$ cat config.mk
export PLATFORM = sky130hd
export DESIGN_NAME = wake_seq
export DESIGN_NICKNAME = d
export VERILOG_FILES = /design/src/rtl/wake_seq.sv
export SDC_FILE = /design/constraint.sdc
export NUM_CORES = 1
export LEC_CHECK = 0
export ABC_AREA = 1
export BUFFER_PORTS_ARGS = -buffer_cell sky130_fd_sc_hd__buf_2
export CAP_MARGIN = 25
export CELL_PAD_IN_SITES_DETAIL_PLACEMENT = 0
export CELL_PAD_IN_SITES_GLOBAL_PLACEMENT = 1
export CORE_ASPECT_RATIO = 1.75
export CORE_MARGIN = 5
export CORE_UTILIZATION = 44
export DETAILED_ROUTE_END_ITERATION = 7
export PLACE_DENSITY = 0.89
export SYNTH_ARGS = -nofsm -noshare
export SYNTH_HDL_FRONTEND = slang
export SYNTH_SLANG_ARGS = --single-unit
$ cat constraint.sdc
create_clock -name clk -period 3.25 [get_ports clk]
set_input_delay 0.1625 -clock clk [delete_from_list [all_inputs] [get_ports clk]]
set_output_delay 0.1625 -clock clk [all_outputs]
set_load 0.05 [all_outputs]
$ cat src/rtl/wake_seq.sv
module wake_seq #(
  parameter int CNT_W   = 16,
  parameter int ADDR_W  = 11,
  parameter int NUM_PER = 5,
  localparam int IDX_W  = $clog2(NUM_PER)
) (
  input  logic              clk,
  input  logic              rst_n,
  input  logic              per_we,
  input  logic [IDX_W-1:0]  per_idx,
  input  logic [CNT_W-1:0]  per_wdata,
  input  logic              run_cmd,
  input  logic [ADDR_W-1:0] run_addr,
  input  logic              sel_cmd,
  input  logic [IDX_W-1:0]  sel_idx,
  input  logic              deep_sleep,
  input  logic              host_en_clr,
  input  logic              core_en_clr,
  input  logic              halt,
  input  logic              illegal,
  output logic              core_pwr,
  output logic              core_start,
  output logic [ADDR_W-1:0] core_entry,
  output logic              timer_en
);

  localparam logic [IDX_W-1:0] LAST = IDX_W'(NUM_PER - 1);

  logic [CNT_W-1:0] per_q [NUM_PER];
  logic [IDX_W-1:0] sel_q;
  logic [CNT_W-1:0] cnt_q;

  wire [CNT_W-1:0] cur_per = per_q[sel_q];
  wire             en_clr  = host_en_clr | core_en_clr;
  wire             hit     = ({1'b0, cnt_q} + (CNT_W+1)'(1)) >= {1'b0, cur_per};
  wire             stop    = halt | illegal;

  always_ff @(posedge clk or negedge rst_n) begin
    if (!rst_n) begin
      for (int i = 0; i < NUM_PER; i++) per_q[i] <= '0;
      sel_q      <= '0;
      cnt_q      <= '0;
      core_pwr   <= 1'b0;
      core_start <= 1'b0;
      core_entry <= '0;
      timer_en   <= 1'b0;
    end else begin
      core_start <= 1'b0;
      if (per_we && per_idx <= LAST) per_q[per_idx] <= per_wdata;
      if (sel_cmd) begin
        if (deep_sleep)          sel_q <= '0;
        else if (sel_idx <= LAST) sel_q <= sel_idx;
      end
      if (run_cmd) begin
        core_entry <= run_addr;
        timer_en   <= 1'b1;
        sel_q      <= '0;
        cnt_q      <= '0;
        core_pwr   <= 1'b0;
      end else begin
        if (en_clr) timer_en <= 1'b0;
        if (core_pwr) begin
          if (stop) core_pwr <= 1'b0;
        end else if (timer_en && !en_clr) begin
          if (hit) begin
            core_pwr   <= 1'b1;
            core_start <= 1'b1;
            cnt_q      <= '0;
          end else begin
            cnt_q <= cnt_q + 1'b1;
          end
        end
      end
    end
  end

endmodule

Word-level counts from Yosys, hierarchy flattened --
Cells that the tools add are included.
Cells by class: $add $sub $neg 2, order comparisons 6, equal/unequal tests 1, muxes and demuxes 23, bitwise gates (word level) 4, reductions and logical operators 10
Operators with widths (number):
- 16-bit 2-to-1 mux | 7
- 80-bit bitwise mux | 1
- 16-bit binary-select mux with 3-bit select | 1
- 16-bit demux with 3-bit select | 1
- 16-bit by 1-bit adder with 17-bit output, second input constant | 1
- 17-bit by 16-bit greater-or-equal comparator with 1-bit output | 1
- 16-bit by 1-bit adder with 16-bit output, second input constant | 1
- 3-bit 2-to-1 mux | 4
- 1-bit 2-to-1 mux | 9
- 4-bit greater-or-equal comparator, second input constant | 2
- 3-bit NOT with 4-bit output | 2
- 3-bit <= comparator, second input constant | 2
- 2-bit nonzero test | 3
- 4-bit by 1-bit < comparator with 1-bit output, second input constant | 1
- 2-bit AND reduction | 2
- 1-bit logical AND | 3
- 3-bit nonzero test | 1
- 2-bit inequality test, second input constant | 1
- 1-bit OR | 2
- 1-bit logical NOT | 1
Word-level totals: bits in registers 113, bits of input ports 43, output and inout port bits 14, logic and storage cells 57

Longest topological paths before layout --
Gate-level depths: netlist (run 1).
depth in word-level cells 9, depth in mapped cells 18, depth with buffers taken out 18

Least setup slack after synthesis (run 1) --
No wires, ideal clock.
path kind register to register, start point reg sel_q[1], end point reg cnt_q[7], setup time 0.066 ns, arrival 2.397 ns, required time 3.184 ns, setup slack 0.787 ns, cell stages (with the launch flop) 18, path buffers 2, period minus slack after synthesis 2.463 ns, cell sequence dfrtp_1 buf_6 nor2_1 inv_1 nor2_2 a32o_1 inv_1 ha_1 nand2_1 inv_1 nand2_1 nand2_1 nand2_1 nand2_1 o21ai_2 buf_6 nand4_1 nand2_1
On the way: cells in the longest elaborated chain, start to end 9
Ends and longest elaborated chain:
- from (decl) | RTL line 30 | logic [IDX_W-1:0] sel_q;
- from (signal assigned) | RTL line 52 | else if (sel_idx <= LAST) sel_q <= sel_idx;
- 3-bit NOT with 4-bit output (implied by the code) | RTL line 33 | wire [CNT_W-1:0] cur_per = per_q[sel_q];
- 16-bit binary-select mux with 3-bit select | RTL line 33
- 16-bit 2-to-1 mux (implied by the code) (2 in a row) | RTL line 33
- 17-bit by 16-bit greater-or-equal comparator with 1-bit output | RTL line 35 | wire hit = ({1'b0, cnt_q} + (CNT_W+1)'(1)) >= {1'b0, cur_per};
- 16-bit 2-to-1 mux | RTL line 65 | if (hit) begin
- 16-bit 2-to-1 mux | RTL line 64 | end else if (timer_en && !en_clr) begin
- 16-bit 2-to-1 mux | RTL line 62 | if (core_pwr) begin
- 16-bit 2-to-1 mux | RTL line 54 | if (run_cmd) begin
- to (signal assigned) | RTL line 70 | cnt_q <= cnt_q + 1'b1;
- to (decl) | RTL line 31 | logic [CNT_W-1:0] cnt_q;
Every way passes these cells. The select of a mux whose other input is x is not followed. A chain may end at the register's enable or synchronous reset.

Final worst setup path (run 1) --
start point reg sel_q[0], end point reg cnt_q[12]
Same word-level chain as after synthesis.

==> results of run 1 <==
synth_stat cells, drive strengths merged:
master	number	area [sq um]
a21o	1	7.510
a21oi	26	130.1
a221o	6	60.06
a22oi	1	7.510
a32o	8	80.08
buf	6	48.79
clkbuf	27	101.4
dfrtp	113	2828
ha	17	212.7
inv	66	247.7
nand2	229	889.6
nand3	25	130.1
nand3b	2	15.01
nand4	17	106.4
nor2	31	133.9
nor3	2	15.01
o21a	1	7.510
o21ai	98	494.2
o22ai	3	18.77
xnor2	4	35.03
xor2	10	87.58
per-stage QoR:
step / util / hold WS [ps] / cells / setup WS (ps)
global route: 0.5467 / 36.60 / 939 / 26.15
floorplan: - / -133.1 / 693 / 787.1
detailed placement: 0.4816 / 350.7 / 891 / 304.7
CTS: 0.5399 / 3.552 / 935 / 285.1
finish: 0.5467 / 4.651 / 939 / 265.6
global placement: 0.4816 / 327.7 / 891 / 364.1
cell type report:
class / count / area share
repair buffers: 78 / 0.07831
inverters: 66 / 0.03606
diodes: 1 / 0.0003642
flip-flops and latches: 113 / 0.4116
multi-input cells: 481 / 0.3539
well taps: 168 / 0.03060
clock inverters: 12 / 0.02276
clock buffers: 20 / 0.06647
worst paths after layout:
kind | depth (start not counted) | startpoint | end | slack (ps)
min in group asynchronous | 2 | rst_n | cnt_q[11] | 400
worst min register to register | 2 | core_entry[2] | core_entry[2] | 470
worst max register to register | 16 | sel_q[0] | cnt_q[12] | 270
max in group asynchronous | 3 | rst_n | per_q[72] | 1960
worst min-delay path | 4 | halt | core_pwr | 5
worst max-delay path | 16 | sel_q[0] | cnt_q[12] | 270
repair_timing:
item	CTS	global route
hold buffers	12	0
buffers inserted	0	0
hold endpoints to repair	79	0
report_power, final:
| group | total (mW) | switching, mW | internal (mW) |
|---|---|---|---|
| logic | 0.645 | 0.402 | 0.244 |
| registers | 1.73 | 0.121 | 1.61 |
| clock network | 1.91 | 0.668 | 1.25 |
| total | 4.29 | 1.19 | 3.10 |
cells by family after synthesis:
logic type / after synthesis / share of synthesized area
XOR/XNOR: 14 / 0.02168
AND/OR/NAND/NOR: 306 / 0.2280
AO/OA/AOI/OAI: 144 / 0.1424
adder cells (fa/ha/maj): 17 / 0.03760
buffers and inverters: 99 / 0.07034
flip-flops: 113 / 0.4999
registers in the layout, summed over array words and instances (netlist names):
signal,count
timer_en,1
core_start,1
core_entry,11
cnt_q,16
core_pwr,1
sel_q,3
per_q,80
layer usage:
layer,vias up,routed length (um)
li1,2396,-
met1,2317,5659
met2,129,7894
met3,46,553
met4,0,522
met5,-,0
worst max-delay path, stage by stage (launching register included):
cell                      delay (ps)
sky130_fd_sc_hd__dfrtp_1         570
sky130_fd_sc_hd__buf_4           390
sky130_fd_sc_hd__a21oi_1         100
sky130_fd_sc_hd__o21ai_0         140
sky130_fd_sc_hd__a32o_1          240
sky130_fd_sc_hd__inv_1            50
sky130_fd_sc_hd__ha_1            270
sky130_fd_sc_hd__nand2_1          80
sky130_fd_sc_hd__inv_1            60
sky130_fd_sc_hd__nand2_1          70
sky130_fd_sc_hd__nand2_1          50
sky130_fd_sc_hd__nand2_1          50
sky130_fd_sc_hd__nand2_1          60
sky130_fd_sc_hd__o21ai_2         350
sky130_fd_sc_hd__buf_4           230
sky130_fd_sc_hd__nand4_1          80
sky130_fd_sc_hd__nand2_1         120
==> out/metrics.sh, run 1 <==
RESULT_OF_THE_RUN='finished, final reports clean'
CLK_LATENCY_PS=410
MAX-CLOCK-PATH-BUFFERS=2
NUMBER_OF_HOLD_SLACK_VIOLATIONS_IN_THE_FINAL_TIMING_REPORT=0
FLOORPLAN.INITIALDENSITY=0.4501
COREAREA_SQ_UM=12570
MULTIINPUTGATEAREA_SQ_UM=2431
CLKTRANSATPATHREGS_PS=50
WORST_SETUP_PATH_END_KIND='flop'
MAX_CAP_VIOL_COUNT=0
VIA_COUNT=4888
GRT_PASS1_WL_UM=24180
HTREE_LEVELS=4
CTS_REPAIR_RESIZE_COUNT=0
TRITONCTS='yes'
ROUTE.DETAILED.VIAS_PER_INST=5.206
I_O_PIN_TOTAL=57
NUMPORTBUFFERS=56
CHIPHEIGHT_UM=160.0
WORST-SETUP-PATH-TYPE='reg2reg'
P_LEAK_nW=3.626
MAX_SLEW_MARGIN=0.3112
PERIOD_NEEDED_PS=2984
SLEW_VIOLATIONS=0
DRT_WL_TOTAL_UM=14630
SHARE_OF_LAYOUT_CELLS_ABOVE_DRIVE_STRENGTH_1=0.1519
NETLIST_AREA_SQ_UM=5657
GLOBAL_ROUTE.OVERFLOW_TOTAL=0
GRT_ANTENNA_BEFORE_REPAIR=1
POST-ROUTE-PERIOD-UTIL=0.9183
GPL_CONGESTION=0.8523
FILLER_CELL_COUNT=1188
PWR_DENSITY_CELL_nW_PER_UM2=625.0
LAYOUT_COMMONEST_CELL='sky130_fd_sc_hd__nand2_1'
SYNTH-WARNING-COUNT=0
CRIT_PATH_MAX_FANOUT=32
SEQ_AREA_SQ_UM=2828
SETUP_VIOLATIONS=0
SYN_TO_FINAL_GROWTH_PCT=21.46
MET1_USAGE=0.2167
CORE.ROWCOUNT=54
SYNTH_NETS=753
DIE_WIDTH_UM=95.71
LAYOUT.CELLS.MOST_COMMON_LIST='sky130_fd_sc_hd__nand2_1 (223), sky130_fd_sc_hd__dfrtp_1 (113), sky130_fd_sc_hd__o21ai_0 (96), sky130_fd_sc_hd__inv_1 (60), sky130_fd_sc_hd__buf_2 (55)'
POSTSYNTHCELLCOUNT=693
GLOBAL_ROUTE_USAGE_OVER_ALL_LAYERS=0.2021
RSZ0062_AT_GRT='false'
CLOCK-SINKS=113
WORSTPATHARRIVAL_PS=3320
CTS.ROOT.BUFFER_CELL='sky130_fd_sc_hd__clkbuf_16'
WORST_SETUP_PATH_START_KIND='flop'
DRC_ERRORS=0
PLACE_HPWL_UM=9827
PLACE_AREA_SQ_UM=6052
CTS-BUFFERS-INSERTED=17
WORSTHOLDPATHTYPE='in2reg'
NUMBER_OF_REGISTER_BITS_INFERRED_BY_SYNTHESIS=113
MET3_TRACK_UTILIZATION_FROM_GLOBAL_ROUTING=0.04426
GR-USAGE-MET2=0.3652
FINAL.SETUP_SKEW_PS=8.531
TIGHTESTPINTRANSITION_PS=1028
DETAILEDROUTE.FIRSTPASSITERATIONCOUNT=6
IRDROPWORSTVDD_mV=0.4793
DIE_AREA_SQ_UM=15310
YOSYSSEQAREASHARE=0.4999
FINAL_NETS=817
TOP_USAGE_LAYER='met2'
FINALINSTANCEAREA_SQ_UM=6870
WP_DATA_REQUIRED_PS=3590
SYN_AREA_PER_CELL_SQ_UM=8.163
ACHIEVABLE-FREQUENCY_MHz=335.1
MAXIMUM_NUMBER_OF_PINS_ON_ONE_NET_BEFORE_GLOBAL_ROUTE_REPAIR=71
WIRE_PER_INST_UM=15.58
SYNTH_CELL_TYPE_COUNT=31
ANT_NETS=0
POST-LAYOUT-TOTAL-POWER_mW=4.294
TIMING.SETUP.TNS_PS=0
VIA_COUNT_OF_THE_FIRST_GLOBAL_ROUTING_PASS=5115
DRT_ITER0_DRC=320
No activity file was read; power rests on OpenSTA's default activity.
==> run 2: changes to the inputs <==
Settings changed: REMOVE_ABC_BUFFERS from default to 1.
==> run 2 against run 1 <==
  * Total power down 4.0%
  * Critical path depth down 2
  * Worst setup slack better by 140 ps
  * Worst hold slack better by 3.5 ps
  * Maximum frequency up 5.0%
  * Die area unchanged
  * Routed wire length down 3.3%
  * Combinational power up 1%
  * Clock skew up 5.1 ps
  * Sequential cell count unchanged
  * Utilization down 0.40 points
  * Via count down 0.37%
==> out/metrics.sh, run 2 (synthesis gave the netlist of run 1 again) <==
MAXIMUM_NUMBER_OF_PINS_ON_ONE_NET_BEFORE_GLOBAL_ROUTE_REPAIR=62  # -13%
POWER_SWITCHING_SHARE=0.2803  # +0.003053
POWER.SHARE.COMBINATIONAL=0.158  # +0.008
RESULT_OF_THE_RUN='finished, final reports clean'
PWR-SHARE-SEQ=0.419  # +0.015
SYN_TO_FINAL_GROWTH_PCT=20.57
PWR_DENSITY_CELL_nW_PER_UM2=604.6  # -3.3%
WORST_SETUP_PATH_START_KIND='flop'
P_LEAK_nW=3.613  # -0.37%
GPL_CONGESTION=0.9025  # +5.9%
GRT_PASS1_WL_UM=23720  # -1.9%
WIRE_PER_INST_UM=15.04  # -3.5%
CORE.ROWCOUNT=54  # unchanged
TIMING.SETUP.TNS_PS=0  # unchanged
DIE_AREA_SQ_UM=15310  # unchanged
MAX-CLOCK-PATH-BUFFERS=2  # unchanged
PERIOD_NEEDED_PS=2841  # -143.2 ps
POST-LAYOUT-TOTAL-POWER_mW=4.124  # -4.0%
GRT_ANTENNA_BEFORE_REPAIR=1  # unchanged
LAYOUT_COMMONEST_CELL='sky130_fd_sc_hd__nand2_1'
DRC_ERRORS=0  # unchanged
CRIT_PATH_MAX_FANOUT=37  # +16%
DIE_WIDTH_UM=95.71  # unchanged
CTS_SETUP_BUFFERS=0  # unchanged
FLOORPLAN.INITIALDENSITY=0.4501  # unchanged
RSZ0062_AT_GRT='false'
IRDROPWORSTVDD_mV=0.3072  # -36%
CLK_LATENCY_PS=410  # about the same
WORSTPATHARRIVAL_PS=3180  # -140 ps
GR-USAGE-MET2=0.3456  # -0.01964
NUMPORTBUFFERS=56  # unchanged
POWER.INTERNAL_mW=2.968  # -4.4%
GLOBAL_ROUTE_USAGE_OVER_ALL_LAYERS=0.1978  # -0.004337
ACHIEVABLE-FREQUENCY_MHz=352.0  # +5.0%
POWER.SWITCHING_mW=1.156  # -2.9%
LARGEST_REGISTER_FFS=80  # unchanged
WORSTHOLDPATHTYPE='in2reg'
SETUP_VIOLATIONS=0  # unchanged
REGISTERS.TOP_BY_FF_COUNT='per_q'
CTS-BUFFERS-INSERTED=17  # unchanged
TRITONCTS='yes'
CHIPHEIGHT_UM=160.0  # unchanged
WORST_SETUP_PATH_END_KIND='flop'
LAYOUT.CELLS.MOST_COMMON_LIST='sky130_fd_sc_hd__nand2_1 (223), sky130_fd_sc_hd__dfrtp_1 (113), sky130_fd_sc_hd__o21ai_0 (96), sky130_fd_sc_hd__inv_1 (60), sky130_fd_sc_hd__buf_2 (55)'
TIGHTESTPINTRANSITION_PS=1055  # +27.03 ps
GLOBAL_ROUTE.OVERFLOW_TOTAL=0  # unchanged
MET3_TRACK_UTILIZATION_FROM_GLOBAL_ROUTING=0.03719  # -0.007062
NUMBER_OF_HOLD_SLACK_VIOLATIONS_IN_THE_FINAL_TIMING_REPORT=0  # unchanged
REG_TOP3='per_q (80), cnt_q (16), core_entry (11)'
FINAL.SETUP_SKEW_PS=13.63  # +5.098 ps
PLACE_HPWL_UM=9770  # -0.59%
POST-ROUTE-PERIOD-UTIL=0.8742  # -0.04406
FINAL_NETS=819  # +0.24%
DRT_WL_TOTAL_UM=14150  # -3.3%
TOP_USAGE_LAYER='met2'
ROUTE.DETAILED.VIAS_PER_INST=5.175  # -0.58%
ANT_NETS=0  # unchanged
FINAL_UTIL=0.5427  # -0.003983
CLOCK_POWER_SHARE=0.423  # -0.023
CLKTRANSATPATHREGS_PS=50  # about the same
WP_DATA_REQUIRED_PS=3590  # about the same
I_O_PIN_TOTAL=57  # unchanged
SLEW_VIOLATIONS=0  # unchanged
DRT_ITER0_DRC=327  # +2.2%
CTS.ROOT.BUFFER_CELL='sky130_fd_sc_hd__clkbuf_16'
WORST-SETUP-PATH-TYPE='reg2reg'
MAX_SLEW_MARGIN=0.2931  # -0.01812
COREAREA_SQ_UM=12570  # unchanged
MAX_CAP_VIOL_COUNT=0  # unchanged
DETAILEDROUTE.FIRSTPASSITERATIONCOUNT=7  # +1
VIA_COUNT_OF_THE_FIRST_GLOBAL_ROUTING_PASS=4944  # -3.3%
SHARE_OF_LAYOUT_CELLS_ABOVE_DRIVE_STRENGTH_1=0.1516  # -0.0003936
CLOCK-SINKS=113  # unchanged
MET1_USAGE=0.2308  # +0.01410
HTREE_LEVELS=4  # unchanged
VIA_COUNT=4870  # -0.37%
run 2: area by class of cell:
type / instances / area (sq um)
Clock inverter: 9 / 82.58
Antenna cell: 1 / 2.502
Timing Repair Buffer: 80 / 540.5
Multi-Input combinational cell: 481 / 2431
Tap cell: 168 / 210.2
Sequential cell: 113 / 2828
Clock buffer: 23 / 478.0
Fill cell: 1189 / 5747
Inverter: 66 / 247.7
run 2: final timing paths:
check	from	slack (ps)	cells past startpoint	to
max	sel_q[0]	410	14	cnt_q[4]
min	halt	8	4	core_pwr
max reg2reg	sel_q[0]	410	14	cnt_q[4]
min reg2reg	core_entry[2]	470	2	core_entry[2]
max in group asynchronous	rst_n	2170	4	per_q[49]
min in group asynchronous	rst_n	220	2	per_q[9]
run 2: per-stage QoR:
stage | setup WS [ps] | hold slack, ps | cells | area [sq um]
finish | 408.8 | 8.155 | 941 | 6820
global route | 166.0 | 24.66 | 941 | 6820
CTS | 432.2 | 4.476 | 938 | 6775
detailed placement | 474.0 | 114.1 | 894 | 6095
global placement | 540.0 | 365.3 | 893 | 6067
floorplan | 290.4 | -133.1 | 660 | 5507
run 2: power by group through the flow:
stage | logic (mW) | registers (mW) | clock network, mW
floorplan | 0.379 | 1.77 | 0
global placement | 0.617 | 1.74 | 0
detailed placement | 0.638 | 1.75 | 0
CTS | 0.656 | 1.73 | 1.77
global route | 0.751 | 1.75 | 1.83
finish | 0.652 | 1.73 | 1.74
run 2: worst max-delay path, stage by stage, from the launching register on:
cell and delay (ps):
sky130_fd_sc_hd__dfrtp_1 450, sky130_fd_sc_hd__buf_4 390, sky130_fd_sc_hd__a21oi_1 120, sky130_fd_sc_hd__a221o_1 340
sky130_fd_sc_hd__nand2_1 80, sky130_fd_sc_hd__inv_1 60, sky130_fd_sc_hd__ha_1 270, sky130_fd_sc_hd__nand2_1 90
sky130_fd_sc_hd__nor2_1 80, sky130_fd_sc_hd__nand4_1 80, sky130_fd_sc_hd__nand2_1 60, sky130_fd_sc_hd__o21ai_2 260
sky130_fd_sc_hd__buf_4 240, sky130_fd_sc_hd__nand4_1 110, sky130_fd_sc_hd__nand2_1 120
run 2: layer usage:
layer  vias up  share of wire
li1       2394              -
met1      2301           0.40
met2       146           0.53
met3        29          0.039
met5         -              0
met4         0          0.028
run 2: what timing repair did:
item                      CTS  global route
gates resized for setup     0             0
hold buffers               12             0
hold endpoints to repair   35             0
==> run 3: changes to the inputs <==
Clock period 3.25 ns to 2.65 ns, I/O delays scaled along.
==> run 3 against run 2 <==
  * Sequential share of layout area decreased by 1.2 points
  * Utilization increased by 1.7 points
  * Clock skew decreased by 3.7 ps
  * Cell count increased by 0.64%
  * Clock-buffer cell count decreased by 4
  * Worst hold slack improved by 24 ps
  * Sequential power increased by 23%
  * First-iteration DRC count decreased by 8.3%
  * Critical path depth unchanged
  * Clock power increased by 40%
  * Critical path type unchanged
  * Largest cell class unchanged
  * Largest power group unchanged
==> out/metrics.sh, run 3 (synthesis gave the netlist of run 1 again) <==
CRITICAL-PATH-SLOWEST-CELL='sky130_fd_sc_hd__dfrtp_2'
LARGEST_REGISTER_FFS=80  # unchanged
SLEW_VIOLATIONS=0  # unchanged
FIN_CELLS=947  # +0.64%
PLACED_CELLS_INCL_TAPS=897  # +0.34%
GPL_CONGESTION=0.8174  # -9.4%
ANT_NETS=0  # unchanged
GLOBAL_ROUTE_USAGE_OVER_ALL_LAYERS=0.1946  # -0.003183
CRITICAL-PATH-MAX-STAGE-DELAY_PS=460  # about the same
TIMING.SETUP.TNS_PS=0  # unchanged
TIMING.CRITICAL_PATH.MODE_CELL='sky130_fd_sc_hd__nand2_1'
PLACE_HPWL_UM=9621  # -1.5%
VIA_COUNT=4957  # +1.8%
WORSTHOLDPATHTYPE='in2reg'
DRT_ITER0_DRC=300  # -8.3%
CLOCK-SINKS=113  # unchanged
POSTLAYOUTSETUPSLACKWORST_PS=161.5  # -247.3 ps
MAXIMUM_NUMBER_OF_PINS_ON_ONE_NET_BEFORE_GLOBAL_ROUTE_REPAIR=64  # +3.2%
ROUTED_METAL_1_WIRE_LENGTH_UM=5789  # +1.7%
WORST_SETUP_PATH_START_KIND='flop'
I_O_PIN_TOTAL=57  # unchanged
WP_DATA_REQUIRED_PS=2990  # -600 ps
TIGHTESTPINTRANSITION_PS=1050  # -5.059 ps
GLOBAL_ROUTE.OVERFLOW_TOTAL=0  # unchanged
TOP_LAYER_USED='met4'
NUMPORTBUFFERS=56  # unchanged
PLACE_AREA_SQ_UM=6147  # +0.86%
WORST_PATH_CELL_TRACE='inv_6 > nand2_1 > a221o_1 > nand2_1 > inv_1 > ha_1 > nand2_1 > nor2_2 > o21ai_0 > nand3_1 > nand2_4 > nand2_1 > nand2_1 > nand2_1'
MAX_CAP_VIOL_COUNT=0  # unchanged
DETAILEDROUTE.FIRSTPASSITERATIONCOUNT=5  # -2
TIMING.CRITICAL_PATH.MAX_DELAY_FAMILY='simple AND/OR/NAND/NOR gates'
CLK_LATENCY_PS=410  # about the same
VIA_COUNT_OF_THE_FIRST_GLOBAL_ROUTING_PASS=4941  # -0.061%
REGISTERS.TOP_BY_FF_COUNT='per_q'
DIE_WIDTH_UM=95.71  # unchanged
MET2WIRELENGTH_UM=7744  # +3.1%
MAX-CLOCK-PATH-BUFFERS=2  # unchanged
CRIT_PATH_MAX_FANOUT=25  # -32%
IRDROPWORSTVDD_mV=0.5039  # +64%
PLACE_WS_PS=-13.75  # -487.8 ps
PWR_DENSITY_CELL_nW_PER_UM2=764.9  # +27%
FINALINSTANCEAREA_SQ_UM=7034  # +3.1%
MET3_LENGTH_UM=517  # -5.1%
COREAREA_SQ_UM=12570  # unchanged
CTS-BUFFERS-INSERTED=17  # unchanged
SHARE_OF_LAYOUT_CELLS_ABOVE_DRIVE_STRENGTH_1=0.1733  # +0.02174
TRITONCTS='yes'
POST-ROUTE-PERIOD-UTIL=0.9391  # +0.06484
NUMBER_OF_HOLD_SLACK_VIOLATIONS_IN_THE_FINAL_TIMING_REPORT=0  # unchanged
GRT_ANTENNA_BEFORE_REPAIR=0  # -1
WIRE_PER_INST_UM=15.12  # +0.55%
MAX_SLEW_MARGIN=0.2986  # +0.005509
DRC_ERRORS=0  # unchanged
LAYOUT_COMMONEST_CELL='sky130_fd_sc_hd__nand2_1'
FLOORPLAN.INITIALDENSITY=0.4501  # unchanged
WORST_SETUP_PATH_END_KIND='flop'
LAYOUT.CELLS.MOST_COMMON_LIST='sky130_fd_sc_hd__nand2_1 (223), sky130_fd_sc_hd__dfrtp_1 (110), sky130_fd_sc_hd__o21ai_0 (96), sky130_fd_sc_hd__inv_1 (59), sky130_fd_sc_hd__buf_2 (55)'
RESULT_OF_THE_RUN='finished, final reports clean'
WORST-SETUP-PATH-TYPE='reg2reg'
FINAL_NETS=826  # +0.85%
WORSTPATHARRIVAL_PS=2830  # -350 ps
CLKTRANSATPATHREGS_PS=60  # about the same
GRT_PASS1_WL_UM=23560  # -0.70%
SETUP.REG_TO_REG.WORST_SLACK_PS=160  # -250 ps
CTS.ROOT.BUFFER_CELL='sky130_fd_sc_hd__clkbuf_16'
SYN_TO_FINAL_GROWTH_PCT=24.35
PERIOD_NEEDED_PS=2489  # -352.7 ps
REG_TOP3='per_q (80), cnt_q (16), core_entry (11)'
TOTAL_INSERTED_ANTENNA_CELLS=0  # -1
WORST-PATH-BUF-INV=2  # -1
FINAL.SETUP_SKEW_PS=9.979  # -3.651 ps
ACHIEVABLE-FREQUENCY_MHz=401.8  # +14%
DIE_AREA_SQ_UM=15310  # unchanged
CORE.ROWCOUNT=54  # unchanged
HTREE_LEVELS=4  # unchanged
ROUTE.DETAILED.VIAS_PER_INST=5.234  # +1.1%
HOLD_WS_PS=31.72  # +23.57 ps
P_LEAK_nW=3.689  # +2.1%
SETUP_VIOLATIONS=0  # unchanged
DRT_WL_TOTAL_UM=14320  # +1.2%
CHIPHEIGHT_UM=160.0  # unchanged
## run 3: cell types whose count changed in the layout (fill, tap and decap cells not counted), moves of 2 or more
| cell | before | now |
|---|---|---|
| sky130_fd_sc_hd__buf_12 | 0 | 4 |
| sky130_fd_sc_hd__bufinv_16 | 1 | 4 |
| sky130_fd_sc_hd__clkbuf_1 | 3 | 0 |
| sky130_fd_sc_hd__dfrtp_1 | 113 | 110 |
| sky130_fd_sc_hd__dfrtp_2 | 0 | 3 |
| sky130_fd_sc_hd__dlygate4sd3_1 | 12 | 14 |
| sky130_fd_sc_hd__inv_6 | 0 | 2 |
| sky130_fd_sc_hd__nor2_1 | 26 | 23 |
| sky130_fd_sc_hd__nor2_2 | 4 | 7 |
## run 3: tightest hold or removal path: stages
cell                      delay [ps]
sky130_fd_sc_hd__buf_2            90
sky130_fd_sc_hd__nand3_1          60
sky130_fd_sc_hd__o21ai_0         110
## run 3: final cells by class
cell class                      instances  area [sq um]
Clock buffer                           19         452.9
Clock inverter                         13         183.9
Fill cell                            1154          5533
Inverter                               66         252.7
Multi-Input combinational cell        481          2459
Sequential cell                       113          2831
Tap cell                              168         210.2
Timing Repair Buffer                   87         644.4
## run 3: final timing paths
kind,from,end,cells after the start
setup / recovery,sel_q[0],core_pwr,14
hold / removal,sel_idx[1],sel_q[1],3
setup reg to reg,sel_q[0],core_pwr,14
hold reg to reg,core_entry[7],core_entry[7],2
max in group asynchronous,rst_n,sel_q[0],3
min in group asynchronous,rst_n,per_q[25],2
## run 3: routing by layer
metal	up-vias	global-route usage
met5	-	0
met4	0	0.06801
met3	25	0.03719
met2	116	0.3405
met1	2403	0.2330
li1	2413	-
## run 3: report_power, final
part / internal [mW] / switching, mW / total [mW] / leakage [nW]
combinational: 0.322 / 0.506 / 0.827 / 1.95
clock: 1.62 / 0.816 / 2.44 / 0.305
sequential: 1.98 / 0.139 / 2.12 / 1.44
total: 3.92 / 1.46 / 5.38 / 3.69
## run 3: through the flow
step	power (mW)	utilization
after floorplan	2.639	-
after CTS	5.396	0.5512
after detailed placement	2.936	0.4891
after global routing	5.625	0.5597
final	5.381	0.5597
after global placement	2.895	0.4891
## run 3: timing repair
item                                   CTS  global route
hold buffers                            14             0
setup buffers                            0             2
endpoints found under the hold margin   62             0
pin swaps                                0             2
resized for setup                        1            13
setup endpoints to repair               15            18
